File: src/rtl/rti_unstack_pkg.sv
// Package: shared state encoding and status-bit positions for the unstacker.
// Assumes an 8-bit status byte whose bits 5 and 4 carry no flag in emulation mode.
package rti_unstack_pkg;

    typedef enum logic [2:0] {
        ST_IDLE      = 3'd0,
        ST_GAP       = 3'd1,
        ST_PULL_P    = 3'd2,
        ST_PULL_LO   = 3'd3,
        ST_PULL_HI   = 3'd4,
        ST_PULL_BANK = 3'd5,
        ST_DONE      = 3'd6
    } rti_state_t;

    localparam int FLAG_BRK_POS  = 4;
    localparam int FLAG_FREE_POS = 5;

endpackage

File: src/rtl/rti_seq.sv
// Module: rti_seq
// Cycle sequencer for the return operation. It takes a start only when idle and
// latches the mode. It walks through one gap cycle and then the pull cycles,
// adding the bank pull only in native mode, and signals the end for one cycle.
// Assumes: start is a level sampled each idle cycle.
module rti_seq
    import rti_unstack_pkg::*;
#(
    parameter int OFF_W = 3
) (
    input  logic             clk,
    input  logic             rst_n,
    input  logic             start,
    input  logic             native_mode,
    output rti_state_t       state,
    output logic             mode_q,
    output logic             accept,
    output logic             rd_en,
    output logic             done,
    output logic [OFF_W-1:0] offset
);

    rti_state_t state_nx;

    assign accept = (state == ST_IDLE) && start;

    // Next-state selection for the pull sequence.
    always_comb begin
        state_nx = state;
        unique case (state)
            ST_IDLE:      if (start) state_nx = ST_GAP;
            ST_GAP:       state_nx = ST_PULL_P;
            ST_PULL_P:    state_nx = ST_PULL_LO;
            ST_PULL_LO:   state_nx = ST_PULL_HI;
            ST_PULL_HI:   state_nx = mode_q ? ST_PULL_BANK : ST_DONE;
            ST_PULL_BANK: state_nx = ST_DONE;
            ST_DONE:      state_nx = ST_IDLE;
            default:      state_nx = ST_IDLE;
        endcase
    end

    // State register with synchronous reset.
    always_ff @(posedge clk) begin
        if (!rst_n) state <= ST_IDLE;
        else        state <= state_nx;
    end

    // Mode latch, loaded only when a start is accepted.
    always_ff @(posedge clk) begin
        if (!rst_n)      mode_q <= 1'b0;
        else if (accept) mode_q <= native_mode;
    end

    // Read strobe and stack offset decoded from the current pull state.
    always_comb begin
        rd_en  = 1'b1;
        offset = '0;
        unique case (state)
            ST_PULL_P:    offset = OFF_W'(1);
            ST_PULL_LO:   offset = OFF_W'(2);
            ST_PULL_HI:   offset = OFF_W'(3);
            ST_PULL_BANK: offset = OFF_W'(4);
            default:      rd_en  = 1'b0;
        endcase
    end

    assign done = (state == ST_DONE);

    // Read order: status, then low, then high, then bank.
    p_order_lo_r4: assert property (@(posedge clk) disable iff (!rst_n)
        (state == ST_PULL_LO) |-> ($past(state) == ST_PULL_P));
    p_order_hi_r4: assert property (@(posedge clk) disable iff (!rst_n)
        (state == ST_PULL_HI) |-> ($past(state) == ST_PULL_LO));
    // Bank pull occurs only for native mode.
    p_bank_native_r3: assert property (@(posedge clk) disable iff (!rst_n)
        (state == ST_PULL_BANK) |-> mode_q);
    // Completion pulse lasts one cycle.
    p_done_pulse_r11: assert property (@(posedge clk) disable iff (!rst_n)
        done |=> !done);
    // Mode stays fixed while busy, even when start repeats.
    p_mode_hold_r11: assert property (@(posedge clk) disable iff (!rst_n)
        (state != ST_IDLE) |=> $stable(mode_q));

endmodule

File: src/rtl/rti_addr_gen.sv
// Module: rti_addr_gen
// Holds the stack pointer captured at start and forms the read address for
// each pull. Emulation mode keeps the address inside one fixed page by adding
// only to the low byte. Native mode adds to the full pointer.
// Assumes: offset is zero outside the pull cycles.
module rti_addr_gen #(
    parameter int                     SP_W       = 16,
    parameter int                     DATA_W     = 8,
    parameter int                     OFF_W      = 3,
    parameter logic [SP_W-DATA_W-1:0] STACK_PAGE = 'h01
) (
    input  logic             clk,
    input  logic             rst_n,
    input  logic             accept,
    input  logic [SP_W-1:0]  sp_in,
    input  logic             mode_q,
    input  logic [OFF_W-1:0] offset,
    output logic [SP_W-1:0]  rd_addr
);

    localparam int PAGE_W = SP_W - DATA_W;

    logic [SP_W-1:0]   sp_q;
    logic [DATA_W-1:0] low_sum;
    logic [SP_W-1:0]   full_sum;

    // Pointer capture at the accepted start.
    always_ff @(posedge clk) begin
        if (!rst_n)      sp_q <= '0;
        else if (accept) sp_q <= sp_in;
    end

    // Page-wrapped and full-width pre-incremented addresses.
    always_comb begin
        low_sum  = sp_q[DATA_W-1:0] + DATA_W'(offset);
        full_sum = sp_q + SP_W'(offset);
        rd_addr  = mode_q ? full_sum : {STACK_PAGE, low_sum};
    end

    // Pointer stays frozen between starts.
    p_sp_hold_r11: assert property (@(posedge clk) disable iff (!rst_n)
        !accept |=> $stable(sp_q));
    // Emulation reads never leave the stack page.
    p_page_emul_r5: assert property (@(posedge clk) disable iff (!rst_n)
        (!mode_q && offset != '0) |-> (rd_addr[SP_W-1:SP_W-PAGE_W] == STACK_PAGE));

endmodule

File: src/rtl/rti_capture.sv
// Module: rti_capture
// Loads the restored registers from the read data in each pull cycle. In
// emulation mode it forces the two non-flag status bits to 1 and the bank to
// zero. It also records the address of the last byte read as the final pointer.
// Assumes: rd_data is valid in the same cycle as rd_addr.
module rti_capture
    import rti_unstack_pkg::*;
#(
    parameter int SP_W   = 16,
    parameter int DATA_W = 8
) (
    input  logic              clk,
    input  logic              rst_n,
    input  rti_state_t        state,
    input  logic              mode_q,
    input  logic [DATA_W-1:0] rd_data,
    input  logic [SP_W-1:0]   rd_addr,
    output logic [2*DATA_W-1:0] pc_out,
    output logic [DATA_W-1:0] bank_out,
    output logic [DATA_W-1:0] flags_out,
    output logic [SP_W-1:0]   sp_out
);

    localparam logic [DATA_W-1:0] EMU_FORCE =
        DATA_W'((1 << FLAG_BRK_POS) | (1 << FLAG_FREE_POS));

    logic last_pull;

    assign last_pull = (state == ST_PULL_BANK) || ((state == ST_PULL_HI) && !mode_q);

    // Status capture, with the emulation-mode fixed bits applied.
    always_ff @(posedge clk) begin
        if (!rst_n)                  flags_out <= '0;
        else if (state == ST_PULL_P) flags_out <= mode_q ? rd_data : (rd_data | EMU_FORCE);
    end

    // Resume address capture, low byte then high byte, used as read.
    always_ff @(posedge clk) begin
        if (!rst_n)                   pc_out <= '0;
        else if (state == ST_PULL_LO) pc_out[DATA_W-1:0] <= rd_data;
        else if (state == ST_PULL_HI) pc_out[2*DATA_W-1:DATA_W] <= rd_data;
    end

    // Bank capture in native mode, cleared in emulation mode.
    always_ff @(posedge clk) begin
        if (!rst_n)                                bank_out <= '0;
        else if (state == ST_PULL_BANK)            bank_out <= rd_data;
        else if (state == ST_PULL_HI && !mode_q)   bank_out <= '0;
    end

    // Final pointer equals the address of the last pull.
    always_ff @(posedge clk) begin
        if (!rst_n)         sp_out <= '0;
        else if (last_pull) sp_out <= rd_addr;
    end

    // Emulation results carry both fixed status bits.
    p_fixed_bits_r8: assert property (@(posedge clk) disable iff (!rst_n)
        (state == ST_DONE && !mode_q) |-> (flags_out[FLAG_BRK_POS] && flags_out[FLAG_FREE_POS]));
    // Emulation results carry a zero bank.
    p_bank_zero_r8: assert property (@(posedge clk) disable iff (!rst_n)
        (state == ST_DONE && !mode_q) |-> (bank_out == '0));
    // Resume address high byte is the byte read in the previous cycle.
    p_pc_hi_r7: assert property (@(posedge clk) disable iff (!rst_n)
        ($past(state) == ST_PULL_HI) |-> (pc_out[2*DATA_W-1:DATA_W] == $past(rd_data)));

endmodule

File: src/rtl/rti_unstacker.sv
// Module: rti_unstacker (top)
// Return-from-interrupt unstacker. It pulls status, resume address and, in
// native mode, the bank from a byte-wide stack and returns them with a done pulse.
// Assumes: combinational-read stack memory; a start is taken only when idle.
module rti_unstacker
    import rti_unstack_pkg::*;
#(
    parameter int                     SP_W       = 16,
    parameter int                     DATA_W     = 8,
    parameter logic [SP_W-DATA_W-1:0] STACK_PAGE = 'h01
) (
    input  logic                clk,
    input  logic                rst_n,
    input  logic                start,
    input  logic                native_mode,
    input  logic [SP_W-1:0]     sp_in,
    input  logic [DATA_W-1:0]   rd_data,
    output logic [SP_W-1:0]     rd_addr,
    output logic                rd_en,
    output logic [2*DATA_W-1:0] pc_out,
    output logic [DATA_W-1:0]   bank_out,
    output logic [DATA_W-1:0]   flags_out,
    output logic [SP_W-1:0]     sp_out,
    output logic                done
);

    localparam int OFF_W = 3;

    rti_state_t       state;
    logic             mode_q;
    logic             accept;
    logic [OFF_W-1:0] offset;

    rti_seq #(.OFF_W(OFF_W)) u_seq (
        .clk         (clk),
        .rst_n       (rst_n),
        .start       (start),
        .native_mode (native_mode),
        .state       (state),
        .mode_q      (mode_q),
        .accept      (accept),
        .rd_en       (rd_en),
        .done        (done),
        .offset      (offset)
    );

    rti_addr_gen #(
        .SP_W       (SP_W),
        .DATA_W     (DATA_W),
        .OFF_W      (OFF_W),
        .STACK_PAGE (STACK_PAGE)
    ) u_addr (
        .clk     (clk),
        .rst_n   (rst_n),
        .accept  (accept),
        .sp_in   (sp_in),
        .mode_q  (mode_q),
        .offset  (offset),
        .rd_addr (rd_addr)
    );

    rti_capture #(.SP_W(SP_W), .DATA_W(DATA_W)) u_cap (
        .clk       (clk),
        .rst_n     (rst_n),
        .state     (state),
        .mode_q    (mode_q),
        .rd_data   (rd_data),
        .rd_addr   (rd_addr),
        .pc_out    (pc_out),
        .bank_out  (bank_out),
        .flags_out (flags_out),
        .sp_out    (sp_out)
    );

    // No read in the completion cycle.
    p_no_read_at_done_r4: assert property (@(posedge clk) disable iff (!rst_n)
        done |-> !rd_en);
    // Done follows a read cycle, never the gap or idle.
    p_done_after_read_r2: assert property (@(posedge clk) disable iff (!rst_n)
        $rose(done) |-> $past(rd_en));

endmodule

File: config.mk
export PLATFORM = sky130hd
export DESIGN_NAME = rti_unstacker
export DESIGN_NICKNAME = d
export VERILOG_FILES = /design/src/rtl/rti_unstack_pkg.sv /design/src/rtl/rti_seq.sv /design/src/rtl/rti_addr_gen.sv /design/src/rtl/rti_capture.sv /design/src/rtl/rti_unstacker.sv
export SDC_FILE = /design/constraint.sdc
export NUM_CORES = 1
export LEC_CHECK = 0
export ABC_AREA = 1
export CAP_MARGIN = 5
export CORE_MARGIN = 3
export CORE_UTILIZATION = 51
export DETAILED_ROUTE_END_ITERATION = 12
export PLACE_DENSITY = 0.86
export SLEW_MARGIN = 25
export SYNTH_ARGS = -nofsm -noshare
export SYNTH_HDL_FRONTEND = slang
export SYNTH_HIERARCHICAL = 1
export SYNTH_SLANG_ARGS = --single-unit
export TNS_END_PERCENT = 5
File: constraint.sdc
create_clock -name clk -period 6.5 [get_ports clk]
set_clock_uncertainty 0.1 [all_clocks]
set_input_delay 0.65 -clock clk [delete_from_list [all_inputs] [get_ports clk]]
set_output_delay 0.65 -clock clk [all_outputs]
set_load 0.05 [all_outputs]
== Yosys cells after proc, flatten, opt, wreduce, memory -nomap -nowiden ==
Index checks and enable logic that the tools add are counted.
Word-level totals
  bits in registers: 68
  input port bits: 28
  output and inout bits: 66
  logic and storage cells: 35
Operators by class
  add/sub/neg operators: 2
  equal/unequal tests: 7
  mux-type cells: 9
  bitwise operators: 1
  reductions and logical operators: 8
Operators by type and width (count)
  $pmux 3 s6: 1
  $add 16x3->16: 1
  $mux 16: 1
  $mux 8: 2
  $pmux 3 s4: 1
  $eq 3x3->1 const B: 3
  $add 8x3->8: 1
  $eq 3x2->1 const B: 2
  $mux 6: 1
  $reduce_or 4->1: 1
  $eq 3x1->1 const B: 1
  $logic_not 3->1: 1
  $mux 3: 1
  $logic_and 1x1->1: 2
  $mux 2: 1
  $ne 2x2->1 const B: 1
  $reduce_and 2->1: 1
  $reduce_bool 2->1: 1
  $logic_not 1->1: 1
  $logic_or 1x1->1: 1
  $mux 1: 1
  $not 1->1: 1

== Longest topological paths before layout ==
Gate-level depths: netlist (run 1).
  depth after elaboration: 4
  gate-level depth with buffers: 15
  gate-level depth less buffers: 15

== Hierarchy ==
Netlist (run 1), hierarchy kept.
Modules (own cells, without submodules)
  rti_capture: times used 1, cells each 241, area an instance 1915.6 sq um, sequential area each 960.9 sq um
  rti_addr_gen: times used 1, cells each 164, area an instance 1022.2 sq um, sequential area each 320.3 sq um
  rti_seq: times used 1, cells each 42, area an instance 266.5 sq um, sequential area each 80.1 sq um

== Worst setup path after synthesis (run 1) ==
OpenSTA, ideal clock, no wires.
  kind: register to output
  from: register u_seq.state[1]
  to: output port rd_addr[8]
  data arrival time: 3.065 ns
  required time: 5.750 ns
  path slack: 2.685 ns
  cell stages (with the launch flop): 12
  buffers on the path: 0
  cell sequence: dfxtp_1 > inv_1 > ha_1 > a21oi_1 > ha_1 > inv_1 > fa_1 > inv_1 > nand3_1 > nand2_2 > nand2_1 > o21ai_0
Between the ends
  word-level cells in the longest chain between the ends: 4
  elaborated cells between the ends (all ways): 7
  classes of those cells: add/sub: 1; eq/ne: 4; mux: 2
Ends and longest elaborated chain
  start: declaration: line rti_seq.sv:15  | output rti_state_t state,
  start signal: assignment: line rti_seq.sv:45  | else state <= state_nx;
  $eq 3x3->1 or $eq 3x2->1 (tied branches): line rti_seq.sv:58  | unique case (state)
  $pmux 3 s4 *: line rti_seq.sv:58
  via offset[0]: line rti_unstacker.sv:32  | logic [OFF_W-1:0] offset;
  $add 16x3->16 *: line rti_addr_gen.sv:36  | full_sum = sp_q + SP_W'(offset);
  $mux 16 *: line rti_addr_gen.sv:37  | rd_addr = mode_q ? full_sum : {STACK_PAGE, low_sum};
  end: declaration: line rti_unstacker.sv:18  | output logic [SP_W-1:0] rd_addr,
The timed path passes the listed nets; every way through them passes the cells marked *.

== Worst setup path in the final report (run 1) ==
  from: register u_seq.state[1]
  to: output port rd_addr[14]
Same word-level chain as after synthesis.

==> results.yml, run 1 <==
outcome:
  status: "finished clean"
critical_path:
  max_stage_delay_ps: 950
  worstPathArrival_ps: 4350
  reg2reg_slack_ps: 2840
  reg2reg_to: "u_cap/sp_out[14]"
  required_ps: 5750
  cp-start-kind: "flip-flop"
  slowest_stage: "dfxtp_1"
  cp-end-kind: "output pin"
  crit_path_start: "u_seq/state[1]"
  rr_worst_depth: 15
  path_cells: "inv_1, ha_1, a21oi_1, ha_1, inv_1, fa_1, inv_1, nand2_1, a21oi_1, inv_1, nor2_1, nor2_1, nor2_1, clkdlybuf4s50_1"
  path_common_cell: "inv_1"
  crit_fanout: 23
  r2r_start: "u_seq/state[1]"
  crit_type: "reg2out"
  worstSetupEndpoint: "rd_addr[14]"
pwr:
  comb_power_share: 0.195
  powerDensity_nw_per_um2: 238
  p_int_uw: 704
  peakVddDrop_mv: 0.169
  finalPower_uw: 1030
  pwr-share-clk: 0.343
  p_switching_uw: 322
  p_leak_uw: 0.00165
  switching_share: 0.314
  seq_power_share: 0.463
sta:
  setup_viol: 0
  setup_tns_ps: 0
  tightest_slew_ps: 956
  max_freq_ghz: 0.196
  period_needed_ps: 5100
  slew_viol_final: 0
  min_period_over_period: 0.784
  hold_violations: 0
  slew_headroom: 0.362
  rsz0062_at_grt: "false"
clock_network:
  clk_pin_slew_ps: 70
  cts.sinks: 68
  ctsResizeCount: 0
  cts_made_buffers: 9
  cts_setup_buffers: 0
  root_buffer: "clkbuf_8"
  clock_path_buffers: 2
  h-tree-depth: 3
  cts_tree: "yes"
  clk_latency_ps: 340
  hold_buffers: 0
route:
  via_count: 3226
  met1_length_mm: 4.03
  drcViolationCount: 0
  viasPerCell: 5.26
  top_layer_used: "met4"
  drt-pass1-iter-count: 5
  wire_per_inst_um: 14.3
  antenna_left: 0
  routed_wl_mm: 8.75
  drt_iter0_markers: 203
  wl_met3_um: 690
  wl_met2_mm: 3.89
logic_synthesis:
  yosysSeqAreaShare: 0.425
  avgSynthCellArea_um2: 7.17
  netlist_instances: 447
  ys_warn_count: 6
  synth_fp_nets: 481
  ys_ff_latch: 68
  synth_cell_type_count: 30
  netlist_area_um2: 3200
finish:
  layout-drive-gt1-share: 0.0632
  utilization: 0.720
  nFillCells: 482
  seq_area_um2: 1360
  final_cell_mix: "93 x clkdlybuf4s50_1, 93 x nand2_1, 70 x nor2_1"
  design_area_um2: 4310
  nets: 567
  multiInputGateArea_um2: 1540
  area_delta_synth_final_pct: 34.6
  finalNonFillerCells: 613
  num_antenna_cells: 0
grt:
  grt_pass1_wl_mm: 14.2
  grt_use_total: 0.244
  grt_max_degree: 39
  antenna_found_initial: 0
  first_global_vias: 2949
  grt_overflow: 0
placed_design:
  hpwl_mm: 6.24
  port_buffers: 93
  routabilityCongestion: 0.911
  dp.cells: 597
  place_area_um2: 4110
floorplanning:
  pin_count: 94
  die_h_um: 85.3
  dieArea_um2: 7270
  coreArea_um2: 5990
  num_rows: 28
  die_x_um: 85.3
  start_util: 0.535
worst_hold_path:
  hold_path.class: "reg2reg"
job:
  cap_violations: 0
-- per-layer routing --
layer	up-vias	global-route usage
li1	1616	-
met1	1465	0.337
met2	132	0.378
met3	13	0.0476
met4	0	0.0892
met5	-	0
-- synth_stat cells --
cell	instances	area, µm²
nor2_8	1	20.0
nand3_1	38	190
nor3_1	2	10.0
xor2_1	2	17.5
a21boi_0	1	7.51
nand2_1	93	349
nor2_4	3	33.8
nor2_2	2	12.5
a31oi_1	1	6.26
nand2_2	3	18.8
dfxtp_1	68	1360
buf_2	5	25.0
clkinv_1	1	3.75
inv_1	41	154
ha_1	5	62.6
nand3_2	1	10.0
nand2_8	1	20.0
a21oi_1	49	245
xnor2_1	4	35.0
buf_6	5	56.3
nand4_1	17	106
o21ai_0	19	95.1
inv_2	2	7.51
nand2_4	1	11.3
clkbuf_1	6	22.5
fa_1	1	20.0
inv_8	1	11.3
or2_2	1	6.26
buf_4	3	22.5
nor2_1	70	263
-- worst min-delay path by stage --
stage                      start                 to  slack (ps)  cells after the start
6_report       u_cap/bank_out[3]  u_cap/bank_out[3]         360                      2
5_1_grt          u_cap/sp_out[0]    u_cap/sp_out[0]         380                      2
4_1_cts          u_cap/sp_out[0]    u_cap/sp_out[0]         360                      2
3_5_place_dp     u_cap/sp_out[0]    u_cap/sp_out[0]         350                      2
3_3_place_gp    u_cap/sp_out[10]   u_cap/sp_out[10]         350                      2
2_1_floorplan     u_addr/sp_q[0]     u_addr/sp_q[0]         370                      2
-- kinds of logic (layout without fill, tap and decap cells) --
| logic type | after synthesis | after routing | synth area share |
|---|---|---|---|
| AO/OA/AOI/OAI | 70 | 70 | 0.111 |
| flip-flops | 68 | 68 | 0.425 |
| XOR/XNOR | 6 | 6 | 0.0164 |
| AND/OR/NAND/NOR | 233 | 233 | 0.328 |
| adder cells (fa/ha/maj) | 6 | 6 | 0.0258 |
| buffers and inverters | 64 | 155 | 0.0945 |
-- per-stage QoR --
stage                     setup WS, ps  hold WS, ps
after detailed placement          1920          352
after floorplan                   2680          367
final                             1400          360
after CTS                         1450          363
after global routing              1080          376
after global placement            2020          351
-- state kept, by name, summed over array words and instances (netlist names) --
name             cells
u_addr/sp_q         16
u_cap/bank_out       8
u_cap/flags_out      8
u_cap/pc_out        16
u_cap/sp_out        16
u_seq/mode_q         1
u_seq/state          3
-- cell type report --
type,instances,share of cell area
clock inverters,4,0.0110
inverters,45,0.0409
clock buffers,12,0.0360
multi-input cells,315,0.357
well taps,75,0.0218
flip-flops and latches,68,0.316
repair buffers,94,0.218
-- worst max-delay path: cells and delay by family (launching register included) --
kind | cells | cell delay, ps
flip-flops | 1 | 950
AO/OA/AOI/OAI | 2 | 430
buffers and inverters | 5 | 1260
adder cells (fa/ha/maj) | 3 | 1030
AND/OR/NAND/NOR | 4 | 330
-- power groups by stage --
stage | sequential [µW] | combinational [µW] | clock, µW
finish | 475 | 200 | 352
global placement | 482 | 195 | 0
floorplan | 486 | 125 | 0
detailed placement | 483 | 197 | 0
CTS | 473 | 200 | 357
global route | 477 | 216 | 374
Power figures use the tool's default switching activity.
==> run 2: changes to the inputs <==
CORE_UTILIZATION = 47   (was 51)
PLACE_DENSITY = 0.8   (was 0.86)
clock period = 5.2 ns   (was 6.5 ns; I/O delays follow)
==> run 2 against run 1 <==
  * Clock power grew 38%
  * Critical path depth stayed put
  * Non-clock buffer count unchanged
  * Critical endpoint is now rd_addr[10]
  * Worst hold slack better by 3.3 ps
  * Largest cell class unchanged
  * Cell count is 0.33% higher
  * Count of clock-buffer cells in the layout is 2 lower
  * Largest power group unchanged
  * Sequential share of layout area is 0.15 points lower
  * Register-to-register slack got worse by 570 ps
  * Global-route usage shrank 1.1 points
  * First-iteration DRC count increased by 2.5%
  * Power grew 29%
  * Die area grew 7.9%
==> results.yml, run 2 (synthesis gave the netlist of run 1 again) <==
clock_network:
  clock_path_buffers: 2
  root_buffer: "clkbuf_8"
  cts_made_buffers: 9
  clk_pin_slew_ps: 70
  cts.sinks: 68
  ctsResizeCount: 0
  cts_tree: "yes"
  cts_setup_buffers: 0
  h-tree-depth: 3
  clk_latency_ps: 330
  hold_buffers: 0
sta:
  hold_violations: 0
  whs_ps: 364
  setup_tns_ps: 0
  period_needed_ps: 4260
  setup_viol: 0
  tightest_slew_ps: 691
  slew_viol_final: 0
  rsz0062_at_grt: "false"
  min_period_over_period: 0.820
  max_freq_ghz: 0.234
  slew_headroom: 0.539
floorplanning:
  start_util: 0.493
  die_h_um: 88.6
  num_rows: 29
  coreArea_um2: 6490
  die_x_um: 88.6
  dieArea_um2: 7840
  pin_count: 94
critical_path:
  worstPathArrival_ps: 3640
  max_stage_delay_ps: 830
  crit_fanout: 5
  path_common_cell: "inv_1"
  slowest_stage: "clkdlybuf4s50_1"
  cp-start-kind: "flip-flop"
  cp-end-kind: "output pin"
  crit_type: "reg2out"
  crit_buf_inv: 5
  critPathTopFamily: "buffers and inverters"
  path_cells: "inv_1, ha_1, a21oi_1, ha_1, inv_1, fa_1, inv_1, nand3_1, nand2_2, nand2_1, o21ai_0, inv_1, nor2_1, clkdlybuf4s50_1"
  required_ps: 4580
grt:
  grt_max_degree: 39
  grt_use_total: 0.233
  antenna_found_initial: 0
  grt_pass1_wl_mm: 14.3
  grt_overflow: 0
  first_global_vias: 2971
pwr:
  finalPower_uw: 1330
  switching_share: 0.308
  pwr-share-clk: 0.365
  seq_power_share: 0.443
  powerDensity_nw_per_um2: 306
  peakVddDrop_mv: 0.162
  p_switching_uw: 409
  comb_power_share: 0.192
  p_leak_uw: 0.00166
  p_int_uw: 917
route:
  via_count: 3188
  viasPerCell: 5.18
  wire_per_inst_um: 14.1
  drcViolationCount: 0
  routed_wl_mm: 8.65
  drt_iter0_markers: 208
  antenna_left: 0
  drt-pass1-iter-count: 4
finish:
  area_delta_synth_final_pct: 35.3
  nets: 567
  mostFrequentLayoutCell: "nand2_1"
  finalNonFillerCells: 615
  nFillCells: 556
  seq_area_um2: 1360
  multiInputGateArea_um2: 1540
  layout-drive-gt1-share: 0.0669
  utilization: 0.667
  num_antenna_cells: 0
  largest_registers: "u_addr/sp_q x16, u_cap/pc_out x16, u_cap/sp_out x16"
  final_cell_mix: "93 x nand2_1, 92 x clkdlybuf4s50_1, 70 x nor2_1"
placed_design:
  routabilityCongestion: 0.900
  hpwl_mm: 6.29
  dp.cells: 599
  port_buffers: 93
worst_hold_path:
  hold_path.class: "reg2reg"
outcome:
  status: "finished clean"
job:
  cap_violations: 0
## run 2: cell types whose count changed in the layout (fill, tap and decap cells not counted), sizes merged
cell           before  now
buf                 1    2
bufinv              1    2
clkbuf             12   10
clkdlybuf4s50      93   92
clkinv              3    5
clkinvlp            1    0
## run 2: power by group through the flow
stage	Sequential, µW	Combinational (µW)	Clock, µW
floorplan	607	156	0
global placement	598	250	0
detailed placement	598	254	0
CTS	586	256	491
global route	593	277	515
finish	587	255	484
## run 2: final cells by class
class,count,area share
Inverter,45,0.0407
Clock buffer,10,0.0318
Sequential cell,68,0.314
Clock inverter,6,0.0202
Multi-Input combinational cell,315,0.355
Timing Repair Buffer,94,0.215
Tap cell,77,0.0222
## run 2: final timing paths
kind / from / endpoint / slack (ps) / cells after the start
max: u_seq/state[1] / rd_addr[10] / 940 / 14
min: u_cap/pc_out[3] / u_cap/pc_out[3] / 360 / 2
max reg2reg: u_seq/state[1] / u_cap/sp_out[14] / 2270 / 15
min reg2reg: u_cap/pc_out[3] / u_cap/pc_out[3] / 360 / 2
## run 2: metal layers
metal	part of all wire	global-route usage	up-vias	wire [µm]
li1	-	-	1616	-
met1	0.46	0.333	1419	3990
met2	0.44	0.351	137	3820
met3	0.078	0.0419	16	673
met4	0.019	0.0893	0	164
met5	0	0	-	0
## run 2: tightest hold or removal path, delay by kind of cell, from the launching register on
kind            cells  cell delay (ps)
flops               1              310
simple gates        1               60
compound gates      1               50
## run 2: metrics by stage
step           worst slack [ps]  instance area, µm²
4_1_cts                     633                4340
2_1_floorplan              1510                3200
6_report                    935                4330
5_1_grt                     649                4330
3_3_place_gp               1170                4110
3_5_place_dp               1010                4110
==> run 3: changes to the inputs <==
clock period = 3.95 ns   (was 5.2 ns; I/O delays follow)
==> run 3 against run 2 <==
  * Setup slack worse by 560 ps
  * Cell area grew 2.5%
  * Worst hold slack lost 2.0 ps
  * Power rose by 28%
  * Sequential share of layout area shrank 0.80 points
  * Flip-flop and latch count did not move
  * Largest power group unchanged
  * Global-route usage is 0.89 points higher
  * Highest routed layer unchanged
  * Critical path depth up 1
==> results.yml, run 3 (synthesis gave the netlist of run 1 again) <==
clock_network:
  h-tree-depth: 3
  clock_path_buffers: 2
  root_buffer: "clkbuf_8"
  hold_buffers: 0
  cts_setup_buffers: 0
  cts.sinks: 68
  clk_pin_slew_ps: 70
  cts_tree: "yes"
  ctsResizeCount: 0
  clk_latency_ps: 330
  cts_made_buffers: 9
route:
  drt_iter0_markers: 201
  via_count: 3245
  drcViolationCount: 0
  wire_per_inst_um: 14.6
  routed_wl_mm: 8.98
  drt-pass1-iter-count: 5
  viasPerCell: 5.27
  antenna_left: 0
critical_path:
  r2r_start: "u_seq/state[1]"
  crit_fanout: 22
  required_ps: 3450
  max_stage_delay_ps: 400
  path_cells: "buf_4, nor2_4, nand2_1, a21oi_1, ha_1, inv_1, fa_1, inv_1, nand2_1, a21oi_1, inv_1, nor2_1, nor2_1, nor2_1, buf_12"
  cp-end-kind: "output pin"
  slowest_stage: "fa_1"
  crit_buf_inv: 5
  crit_type: "reg2out"
  critPathTopFamily: "simple AND/OR/NAND/NOR gates"
  rr_worst_depth: 16
  path_depth: 15
  crit_path_start: "u_seq/state[1]"
  cp-start-kind: "flip-flop"
  worstPathArrival_ps: 3080
pwr:
  comb_power_share: 0.224
  p_leak_uw: 0.00172
  peakVddDrop_mv: 0.254
  pwr-share-clk: 0.327
  p_int_uw: 1160
  p_switching_uw: 539
  switching_share: 0.317
  powerDensity_nw_per_um2: 382
  seq_power_share: 0.450
grt:
  grt_max_degree: 39
  grtUsageMet2: 0.379
  grt_use_total: 0.242
  grt-busiest-layer: "met2"
  grt_overflow: 0
  antenna_found_initial: 0
  use_met1: 0.327
  first_global_vias: 3096
  grt_pass1_wl_mm: 14.7
  use_met3: 0.0419
sta:
  rsz0062_at_grt: "false"
  setup_tns_ps: 0
  max_freq_ghz: 0.280
  slew_headroom: 0.539
  slew_viol_final: 0
  period_needed_ps: 3570
  min_period_over_period: 0.905
  setup_viol: 0
  tightest_slew_ps: 691
  whs_ps: 362
  hold_violations: 0
worst_hold_path:
  hold-path-cell-count: 2
  min_from: "u_cap/pc_out[1]"
  hold_path.class: "reg2reg"
placed_design:
  dp.cells: 601
  hpwl_mm: 6.33
  routabilityCongestion: 0.932
  port_buffers: 93
finish:
  layout-drive-gt1-share: 0.0928
  final_cell_mix: "93 x nand2_1, 78 x clkdlybuf4s50_1, 70 x nor2_1"
  utilization: 0.684
  nets: 569
  finalNonFillerCells: 616
  area_delta_synth_final_pct: 38.7
  nFillCells: 517
  num_antenna_cells: 0
  mostFrequentLayoutCell: "nand2_1"
  largest_registers: "u_addr/sp_q x16, u_cap/pc_out x16, u_cap/sp_out x16"
floorplanning:
  num_rows: 29
  die_h_um: 88.6
  coreArea_um2: 6490
  dieArea_um2: 7840
  die_x_um: 88.6
  pin_count: 94
  start_util: 0.493
job:
  cap_violations: 0
outcome:
  status: "finished clean"
run 3: changes by cell type in the layout (fill, tap and decap cells not counted), sizes merged:
| cell | before | now |
|---|---|---|
| clkdlybuf4s50 | 92 | 78 |
| clkinvlp | 0 | 1 |
| clkinv | 5 | 4 |
| buf | 2 | 18 |
| bufinv | 2 | 1 |
run 3: final timing paths:
| path | endpoint | slack (ps) |
|---|---|---|
| max reg2reg | u_cap/sp_out[14] | 890 |
| min reg2reg | u_cap/pc_out[1] | 360 |
| min | u_cap/pc_out[1] | 360 |
| max | rd_addr[14] | 380 |
run 3: through the flow:
stage / total power (µW) / area (µm²) / setup slack [ps]
5_1_grt: 1770 / 4440 / 61.3
3_3_place_gp: 1140 / 4250 / 941
3_5_place_dp: 1150 / 4250 / 796
2_1_floorplan: 1000 / 3200 / 390
4_1_cts: 1710 / 4440 / 391
6_report: 1700 / 4440 / 376
run 3: area by class of cell:
type,count,area (µm²),area share
multi-input cells,315,1540,0.347
clock buffers,10,138,0.0310
clock inverters,5,52.6,0.0118
well taps,77,96.3,0.0217
flip-flops and latches,68,1360,0.306
repair buffers,96,1080,0.243
inverters,45,176,0.0397
run 3: metal layers:
metal  share of wire  wire, µm
met5               0         0
met4           0.018       165
met3           0.075       674
met2            0.47      4190
met1            0.44      3950
run 3: worst register-to-register path, delay by kind of cell (launching register included):
kind | cells | cell delay (ps)
DFF | 1 | 320
AOI/OAI and AO/OA | 3 | 610
adders and majority gates | 2 | 590
and+or+nand+nor | 7 | 910
buffers and inverters | 4 | 470
run 3: power by group through the flow:
| stage | clock network, µW | logic [µW] | registers, µW |
|---|---|---|---|
| 5_1_grt | 587 | 410 | 769 |
| 3_5_place_dp | 0 | 373 | 778 |
| 4_1_cts | 565 | 378 | 763 |
| 2_1_floorplan | 0 | 205 | 800 |
| 6_report | 555 | 380 | 764 |
| 3_3_place_gp | 0 | 368 | 776 |
